$ cat src/rtl/rtc_pkg.sv
package rtc_pkg;

    localparam int unsigned DATA_W = 32;
    localparam int unsigned CNT_W  = 32;
    localparam int unsigned WIN_AW = 12;
    localparam int unsigned WORD_W = WIN_AW - 2;

    localparam logic [WORD_W-1:0] W_COUNT   = WORD_W'(10'h000);
    localparam logic [WORD_W-1:0] W_MATCH   = WORD_W'(10'h001);
    localparam logic [WORD_W-1:0] W_LOAD    = WORD_W'(10'h002);
    localparam logic [WORD_W-1:0] W_CTRL    = WORD_W'(10'h003);
    localparam logic [WORD_W-1:0] W_MASK    = WORD_W'(10'h004);
    localparam logic [WORD_W-1:0] W_RAW     = WORD_W'(10'h005);
    localparam logic [WORD_W-1:0] W_MSTAT   = WORD_W'(10'h006);
    localparam logic [WORD_W-1:0] W_CLEAR   = WORD_W'(10'h007);
    localparam logic [WORD_W-1:0] W_ID_BASE = WORD_W'(10'h3F8);

    typedef enum logic [3:0] {
        SEL_NONE, SEL_COUNT, SEL_MATCH, SEL_LOAD, SEL_CTRL,
        SEL_MASK, SEL_RAW, SEL_MSTAT, SEL_CLEAR, SEL_ID
    } sel_e;

    typedef struct packed {
        logic              rd;
        logic              wr;
        sel_e              sel;
        logic [2:0]        id_idx;
        logic [DATA_W-1:0] wdata;
    } bus_cmd_t;

    function automatic sel_e reg_decode(input logic [WORD_W-1:0] w);
        sel_e s;
        if (w >= W_ID_BASE) begin
            s = SEL_ID;
        end else begin
            case (w)
                W_COUNT: s = SEL_COUNT;
                W_MATCH: s = SEL_MATCH;
                W_LOAD:  s = SEL_LOAD;
                W_CTRL:  s = SEL_CTRL;
                W_MASK:  s = SEL_MASK;
                W_RAW:   s = SEL_RAW;
                W_MSTAT: s = SEL_MSTAT;
                W_CLEAR: s = SEL_CLEAR;
                default: s = SEL_NONE;
            endcase
        end
        return s;
    endfunction

    function automatic logic [7:0] id_byte(input logic [2:0] idx);
        logic [7:0] b;
        case (idx)
            3'd0:    b = 8'h31;
            3'd1:    b = 8'h10;
            3'd2:    b = 8'h14;
            3'd3:    b = 8'h00;
            3'd4:    b = 8'h0D;
            3'd5:    b = 8'hF0;
            3'd6:    b = 8'h05;
            default: b = 8'hB1;
        endcase
        return b;
    endfunction

endpackage

$ cat src/rtl/rtc_prescaler.sv
module rtc_prescaler #(
    parameter int unsigned CLKS_PER_SEC = 1_000_000
) (
    input  logic clk,
    input  logic rst,
    input  logic restart,
    output logic tick
);
    localparam int unsigned LIMIT = (CLKS_PER_SEC > 1) ? CLKS_PER_SEC : 2;
    localparam int unsigned PW    = $clog2(LIMIT);
    localparam logic [PW-1:0] LAST = PW'(CLKS_PER_SEC - 1);

    logic [PW-1:0] pre_q;

    assign tick = (pre_q == LAST) && !restart;

    always_ff @(posedge clk) begin
        if (rst || restart || tick) begin
            pre_q <= '0;
        end else begin
            pre_q <= pre_q + PW'(1);
        end
    end
endmodule

$ cat src/rtl/rtc_counter.sv
module rtc_counter
    import rtc_pkg::*;
(
    input  logic             clk,
    input  logic             rst,
    input  logic             tick,
    input  logic             load_wr,
    input  logic [CNT_W-1:0] load_val,
    output logic [CNT_W-1:0] cnt_q,
    output logic [CNT_W-1:0] load_q,
    output logic [CNT_W-1:0] cnt_next,
    output logic             cnt_upd
);
    always_comb begin
        cnt_upd  = load_wr || tick;
        cnt_next = cnt_q;
        if (load_wr) begin
            cnt_next = load_val;
        end else if (tick) begin
            cnt_next = cnt_q + CNT_W'(1);
        end
    end

    always_ff @(posedge clk) begin
        if (rst) begin
            cnt_q  <= '0;
            load_q <= '0;
        end else begin
            cnt_q <= cnt_next;
            if (load_wr) begin
                load_q <= load_val;
            end
        end
    end
endmodule

$ cat src/rtl/rtc_alarm.sv
module rtc_alarm
    import rtc_pkg::*;
(
    input  logic             clk,
    input  logic             rst,
    input  logic [CNT_W-1:0] cnt_next,
    input  logic             cnt_upd,
    input  logic             match_wr,
    input  logic             mask_wr,
    input  logic             clr_wr,
    input  logic [CNT_W-1:0] wdata,
    output logic [CNT_W-1:0] match_q,
    output logic             mask_q,
    output logic             raw_q
);
    logic [CNT_W-1:0] match_next;
    logic             fire_d;
    logic             fire_q;

    always_comb begin
        match_next = match_wr ? wdata : match_q;
        fire_d     = (cnt_upd || match_wr) && (cnt_next == match_next);
    end

    always_ff @(posedge clk) begin
        if (rst) begin
            match_q <= '0;
            mask_q  <= 1'b0;
            fire_q  <= 1'b0;
            raw_q   <= 1'b0;
        end else begin
            match_q <= match_next;
            if (mask_wr) begin
                mask_q <= wdata[0];
            end
            fire_q <= fire_d;
            if (fire_q) begin
                raw_q <= 1'b1;
            end else if (clr_wr && wdata[0]) begin
                raw_q <= 1'b0;
            end
        end
    end
endmodule

$ cat src/rtl/rtc_sec_alarm.sv
module rtc_sec_alarm
    import rtc_pkg::*;
#(
    parameter int unsigned CLKS_PER_SEC = 1_000_000
) (
    input  logic              clk,
    input  logic              rst,
    input  logic              bus_req,
    input  logic              bus_we,
    input  logic [WIN_AW-1:0] bus_addr,
    input  logic [DATA_W-1:0] bus_wdata,
    output logic [DATA_W-1:0] bus_rdata,
    output logic              bus_ack,
    output logic              irq
);
    bus_cmd_t          cmd;
    logic              tick;
    logic [CNT_W-1:0]  cnt_q;
    logic [CNT_W-1:0]  load_q;
    logic [CNT_W-1:0]  cnt_next;
    logic              cnt_upd;
    logic [CNT_W-1:0]  match_q;
    logic              mask_q;
    logic              raw_q;
    logic [DATA_W-1:0] rd_val;
    logic              load_wr;

    always_comb begin
        cmd.rd     = bus_req && !bus_we;
        cmd.wr     = bus_req && bus_we;
        cmd.sel    = reg_decode(bus_addr[WIN_AW-1:2]);
        cmd.id_idx = bus_addr[4:2];
        cmd.wdata  = bus_wdata;
    end

    assign load_wr = cmd.wr && (cmd.sel == SEL_LOAD);

    rtc_prescaler #(.CLKS_PER_SEC(CLKS_PER_SEC)) u_pre (
        .clk     (clk),
        .rst     (rst),
        .restart (load_wr),
        .tick    (tick)
    );

    rtc_counter u_cnt (
        .clk      (clk),
        .rst      (rst),
        .tick     (tick),
        .load_wr  (load_wr),
        .load_val (cmd.wdata[CNT_W-1:0]),
        .cnt_q    (cnt_q),
        .load_q   (load_q),
        .cnt_next (cnt_next),
        .cnt_upd  (cnt_upd)
    );

    rtc_alarm u_alarm (
        .clk      (clk),
        .rst      (rst),
        .cnt_next (cnt_next),
        .cnt_upd  (cnt_upd),
        .match_wr (cmd.wr && (cmd.sel == SEL_MATCH)),
        .mask_wr  (cmd.wr && (cmd.sel == SEL_MASK)),
        .clr_wr   (cmd.wr && (cmd.sel == SEL_CLEAR)),
        .wdata    (cmd.wdata[CNT_W-1:0]),
        .match_q  (match_q),
        .mask_q   (mask_q),
        .raw_q    (raw_q)
    );

    assign irq = raw_q && mask_q;

    always_comb begin
        case (cmd.sel)
            SEL_COUNT: rd_val = DATA_W'(cnt_q);
            SEL_MATCH: rd_val = DATA_W'(match_q);
            SEL_LOAD:  rd_val = DATA_W'(load_q);
            SEL_CTRL:  rd_val = DATA_W'(1);
            SEL_MASK:  rd_val = DATA_W'(mask_q);
            SEL_RAW:   rd_val = DATA_W'(raw_q);
            SEL_MSTAT: rd_val = DATA_W'(raw_q && mask_q);
            SEL_ID:    rd_val = DATA_W'(id_byte(cmd.id_idx));
            default:   rd_val = '0;
        endcase
    end

    always_ff @(posedge clk) begin
        if (rst) begin
            bus_ack   <= 1'b0;
            bus_rdata <= '0;
        end else begin
            bus_ack   <= bus_req;
            bus_rdata <= cmd.rd ? rd_val : '0;
        end
    end
endmodule

$ cat config.mk
export PLATFORM = sky130hd
export DESIGN_NAME = rtc_sec_alarm
export DESIGN_NICKNAME = d
export VERILOG_FILES = /design/src/rtl/rtc_pkg.sv /design/src/rtl/rtc_prescaler.sv /design/src/rtl/rtc_counter.sv /design/src/rtl/rtc_alarm.sv /design/src/rtl/rtc_sec_alarm.sv
export SDC_FILE = /design/constraint.sdc
export NUM_CORES = 1
export LEC_CHECK = 0
export BUFFER_PORTS_ARGS = -buffer_cell sky130_fd_sc_hd__buf_2
export CELL_PAD_IN_SITES_DETAIL_PLACEMENT = 2
export CELL_PAD_IN_SITES_GLOBAL_PLACEMENT = 2
export CORE_MARGIN = 4
export CORE_UTILIZATION = 32
export DETAILED_ROUTE_END_ITERATION = 16
export HOLD_SLACK_MARGIN = 0.03
export PLACE_DENSITY = 0.86
export SYNTH_ARGS = -nofsm -noshare
export SYNTH_HDL_FRONTEND = slang
export SYNTH_SLANG_ARGS = --single-unit
$ cat constraint.sdc
create_clock -name clk -period 3.23 [get_ports clk]
set_clock_uncertainty 0.1 [all_clocks]
set_input_delay 0.1615 -clock clk [delete_from_list [all_inputs] [get_ports clk]]
set_output_delay 0.1615 -clock clk [all_outputs]
set_load 0.02 [all_outputs]
==> results.py <==
metrics = {
    "run_status": {
        "status": "complete, but fails checks",
        "violations": "setup timing",
    },
    "floorplan": {
        "die-area_um2": 29600,
        "rows": 59,
        "initial_core_util_pct": 32.7,
        "die_w_um": 172,
        "die_h_um": 172,
        "core_region_area_um2": 26300,
        "io_pins": 82,
    },
    "timing": {
        "tns_ns": -0.253,
        "max_slew_margin_pct": 46.9,
        "worstMarginPinSlew_ns": 0.797,
        "min_period_ns": 3.48,
        "rsz0062_at_grt": "yes",
        "fmaxAchievable_mhz": 287,
        "setup_viol": 1,
        "slew_viol_final": 0,
        "layout_setup_ws_ns": -0.253,
        "hold_slack_ns": 0.0835,
        "hold_viol": 0,
        "post-route-period-util_pct": 108,
    },
    "logic_synthesis": {
        "synth_fa_ha_area_share_pct": 1.02,
        "syn_nets": 1122,
        "synthFlopType": "dfxtp_1",
        "synth_commonest_cells": "nand2_1, dfxtp_1, nor2_1, a21oi_1, clkbuf_1",
        "netlist_instances": 1067,
        "synth-seq-cells": 152,
        "synth-simple-area-share_pct": 26.0,
        "avgSynthCellArea_um2": 8.07,
        "ys_warn_count": 0,
        "yosysSeqAreaShare_pct": 35.4,
        "synth_compound_area_share_pct": 17.3,
        "synth_top_family_by_area": "simple AND/OR/NAND/NOR gates",
        "synth_largest_area_cell": "dfxtp_1",
        "yosysMostFrequentCell": "nand2_1",
        "synth_top_area_share_pct": 35.4,
        "synth_enable_flop_cells": 0,
        "synthArstFlopShare_pct": 0,
        "synthMuxAreaShare_pct": 5.83,
        "ys_top_cells_by_area": "dfxtp_1, nand2_1, nor2_1, a21oi_1, mux2_2",
        "synth_xor_xnor_area_share_pct": 10.5,
        "syn_area_um2": 8610,
        "netlist-cell-type-count": 71,
    },
    "clocking": {
        "path_clk_slew_ns": 0.08,
        "clk_latency_ns": 0.47,
        "cts_max_level": 4,
        "cts_tree": "yes",
        "cts_made_buffers": 17,
        "clockRootBuffer": "clkbuf_16",
        "cts.sinks": 152,
        "clock_path_buffers": 2,
    },
    "power": {
        "ir_drop_mv": 0.317,
        "finalPower_mw": 4.21,
        "power_density_nw_per_um2": 367,
        "leakage_nw": 4.52,
    },
    "place": {
        "dp_hpwl_um": 28300,
        "portBuffers": 79,
        "place.gp.congestion": 0.930,
        "placed_cell_area_um2": 10200,
        "post-place-ws_ns": -0.398,
    },
    "flow_run": {
        "drv_cap": 0,
    },
    "final_layout": {
        "fin_area_um2": 11500,
        "regArea_um2": 3050,
        "fill_cells": 2873,
        "drive_gt1_share_pct": 27.1,
        "antennaDiodeCount": 0,
        "synthToLayoutAreaGrowth_pct": 33.6,
        "multi_input_area_um2": 5490,
        "fin_nets": 1330,
    },
    "route": {
        "via_count": 9934,
        "first_pass_iters": 6,
        "ant_nets": 0,
        "wirelength_um": 46500,
        "wire_per_inst_um": 28.6,
        "viasPerCell": 6.12,
        "remaining_drc_errors": 0,
        "drt_iter0_drc": 973,
    },
    "grt": {
        "grt_pass1_wl_um": 67700,
        "grt_pass1_vias": 10800,
        "grt.overflow.total": 0,
        "grt_util_all_layers_pct": 29.9,
        "grt_max_degree": 57,
        "antenna_found_initial": 0,
    },
    "worst_setup_path": {
        "crit_required_ns": 3.50,
        "path_class": "register to register",
        "end_kind": "register",
        "cp.arrival_ns": 3.75,
        "cp_max_fo": 5,
        "cp-start-kind": "register",
    },
    "worst_hold_path": {
        "hp-class": "input port to register",
    },
}
## per-stage QoR
step	utilization, %	instances
after floorplan	-	1067
after global placement	38.9	1547
after detailed placement	38.9	1547
after CTS	43.0	1617
after global routing	43.7	1623
final	43.7	1623
## metal layers
metal | vias to the layer above | global-route usage (%) | wire length [µm]
met5 | - | 0 | 0
met4 | 0 | 14.1 | 2500
met3 | 181 | 4.66 | 2710
met2 | 484 | 52.1 | 23100
met1 | 5038 | 36.1 | 18200
li1 | 4231 | - | -
## area by class of cell
| type | count | share of cell area (%) |
|---|---|---|
| clock buffer | 19 | 3.94 |
| clock inverter | 13 | 0.969 |
| inverter | 18 | 0.588 |
| multi-input combinational | 827 | 47.8 |
| sequential | 152 | 26.6 |
| tap | 335 | 3.65 |
| timing repair buffer | 259 | 16.5 |
## critical path: stages, from the launching register on
cell and delay (ns):
dfxtp_1 0.42, and4_1 0.30, buf_4 0.19, nand2_1 0.14, or4_4 0.56, or4_1 0.42, a31o_1 0.23, xor2_1 0.19
nor4_2 0.32, nand3_1 0.16, nor4_2 0.36
## state kept, by name, summed over array words and instances (netlist names)
| signal | flops |
|---|---|
| u_cnt.cnt_q | 32 |
| u_pre.pre_q | 20 |
| u_alarm.raw_q | 1 |
| u_cnt.load_q | 32 |
| u_alarm.fire_q | 1 |
| bus_ack | 1 |
| bus_rdata | 32 |
| u_alarm.mask_q | 1 |
| u_alarm.match_q | 32 |
## cell families (layout without fill, tap and decap cells)
kind of cell             count (synthesis)  in the layout
multiplexers                            46             46
buffers and inverters                   88            309
adder cells (fa/ha/maj)                  7              7
AO/OA/AOI/OAI                          224            224
AND/OR/NAND/NOR                        464            464
XOR/XNOR                                86             86
flip-flops                             152            152
## cells in the final DEF (no fill, tap or decap), types with 12 or more instances in the layout
| master | netlist | layout |
|---|---|---|
| nand3_1 | 42 | 41 |
| and2_1 | 11 | 12 |
| dlygate4sd3_1 | 0 | 33 |
| o21ai_0 | 15 | 14 |
| inv_1 | 18 | 18 |
| xnor2_1 | 34 | 31 |
| dfxtp_1 | 152 | 147 |
| a21oi_1 | 84 | 84 |
| xor2_1 | 41 | 38 |
| nor2_1 | 115 | 113 |
| a22oi_1 | 31 | 30 |
| buf_4 | 1 | 140 |
| and3_1 | 15 | 13 |
| mux2i_1 | 13 | 12 |
| clkbuf_16 | 0 | 17 |
| nand2_1 | 165 | 165 |
| buf_2 | 9 | 78 |
| a211oi_1 | 16 | 16 |
| nor3_1 | 23 | 17 |
| nand4_1 | 21 | 21 |
| mux2_2 | 33 | 33 |
## timing repair
action / 4_1_cts / 5_1_grt
hold endpoints to repair: 87 / 0
gates cloned: 0 / 0
pin swaps: 8 / 18
setup buffers: 5 / 6
hold buffers: 33 / 0
endpoints found under the setup margin: 1 / 1
resized for setup: 32 / 27
## path summary, 6_finish.rpt
kind	from	end	slack, ns	cells after the start
max reg2reg	u_cnt.cnt_q[3]	u_alarm.fire_q	-0.25	10
max	u_cnt.cnt_q[3]	u_alarm.fire_q	-0.25	10
min	rst	u_alarm.mask_q	0.08	2
min reg2reg	u_cnt.load_q[9]	u_cnt.load_q[9]	0.35	2
## report_power, final
group	internal [mW]	leakage, nW	total, mW	switching [mW]
logic	0.105	3.03	0.284	0.180
registers	1.88	1.23	1.88	0.00369
clock network	1.05	0.266	2.05	1.01
total	3.03	4.52	4.21	1.19
No activity file was read; power rests on OpenSTA's default activity.
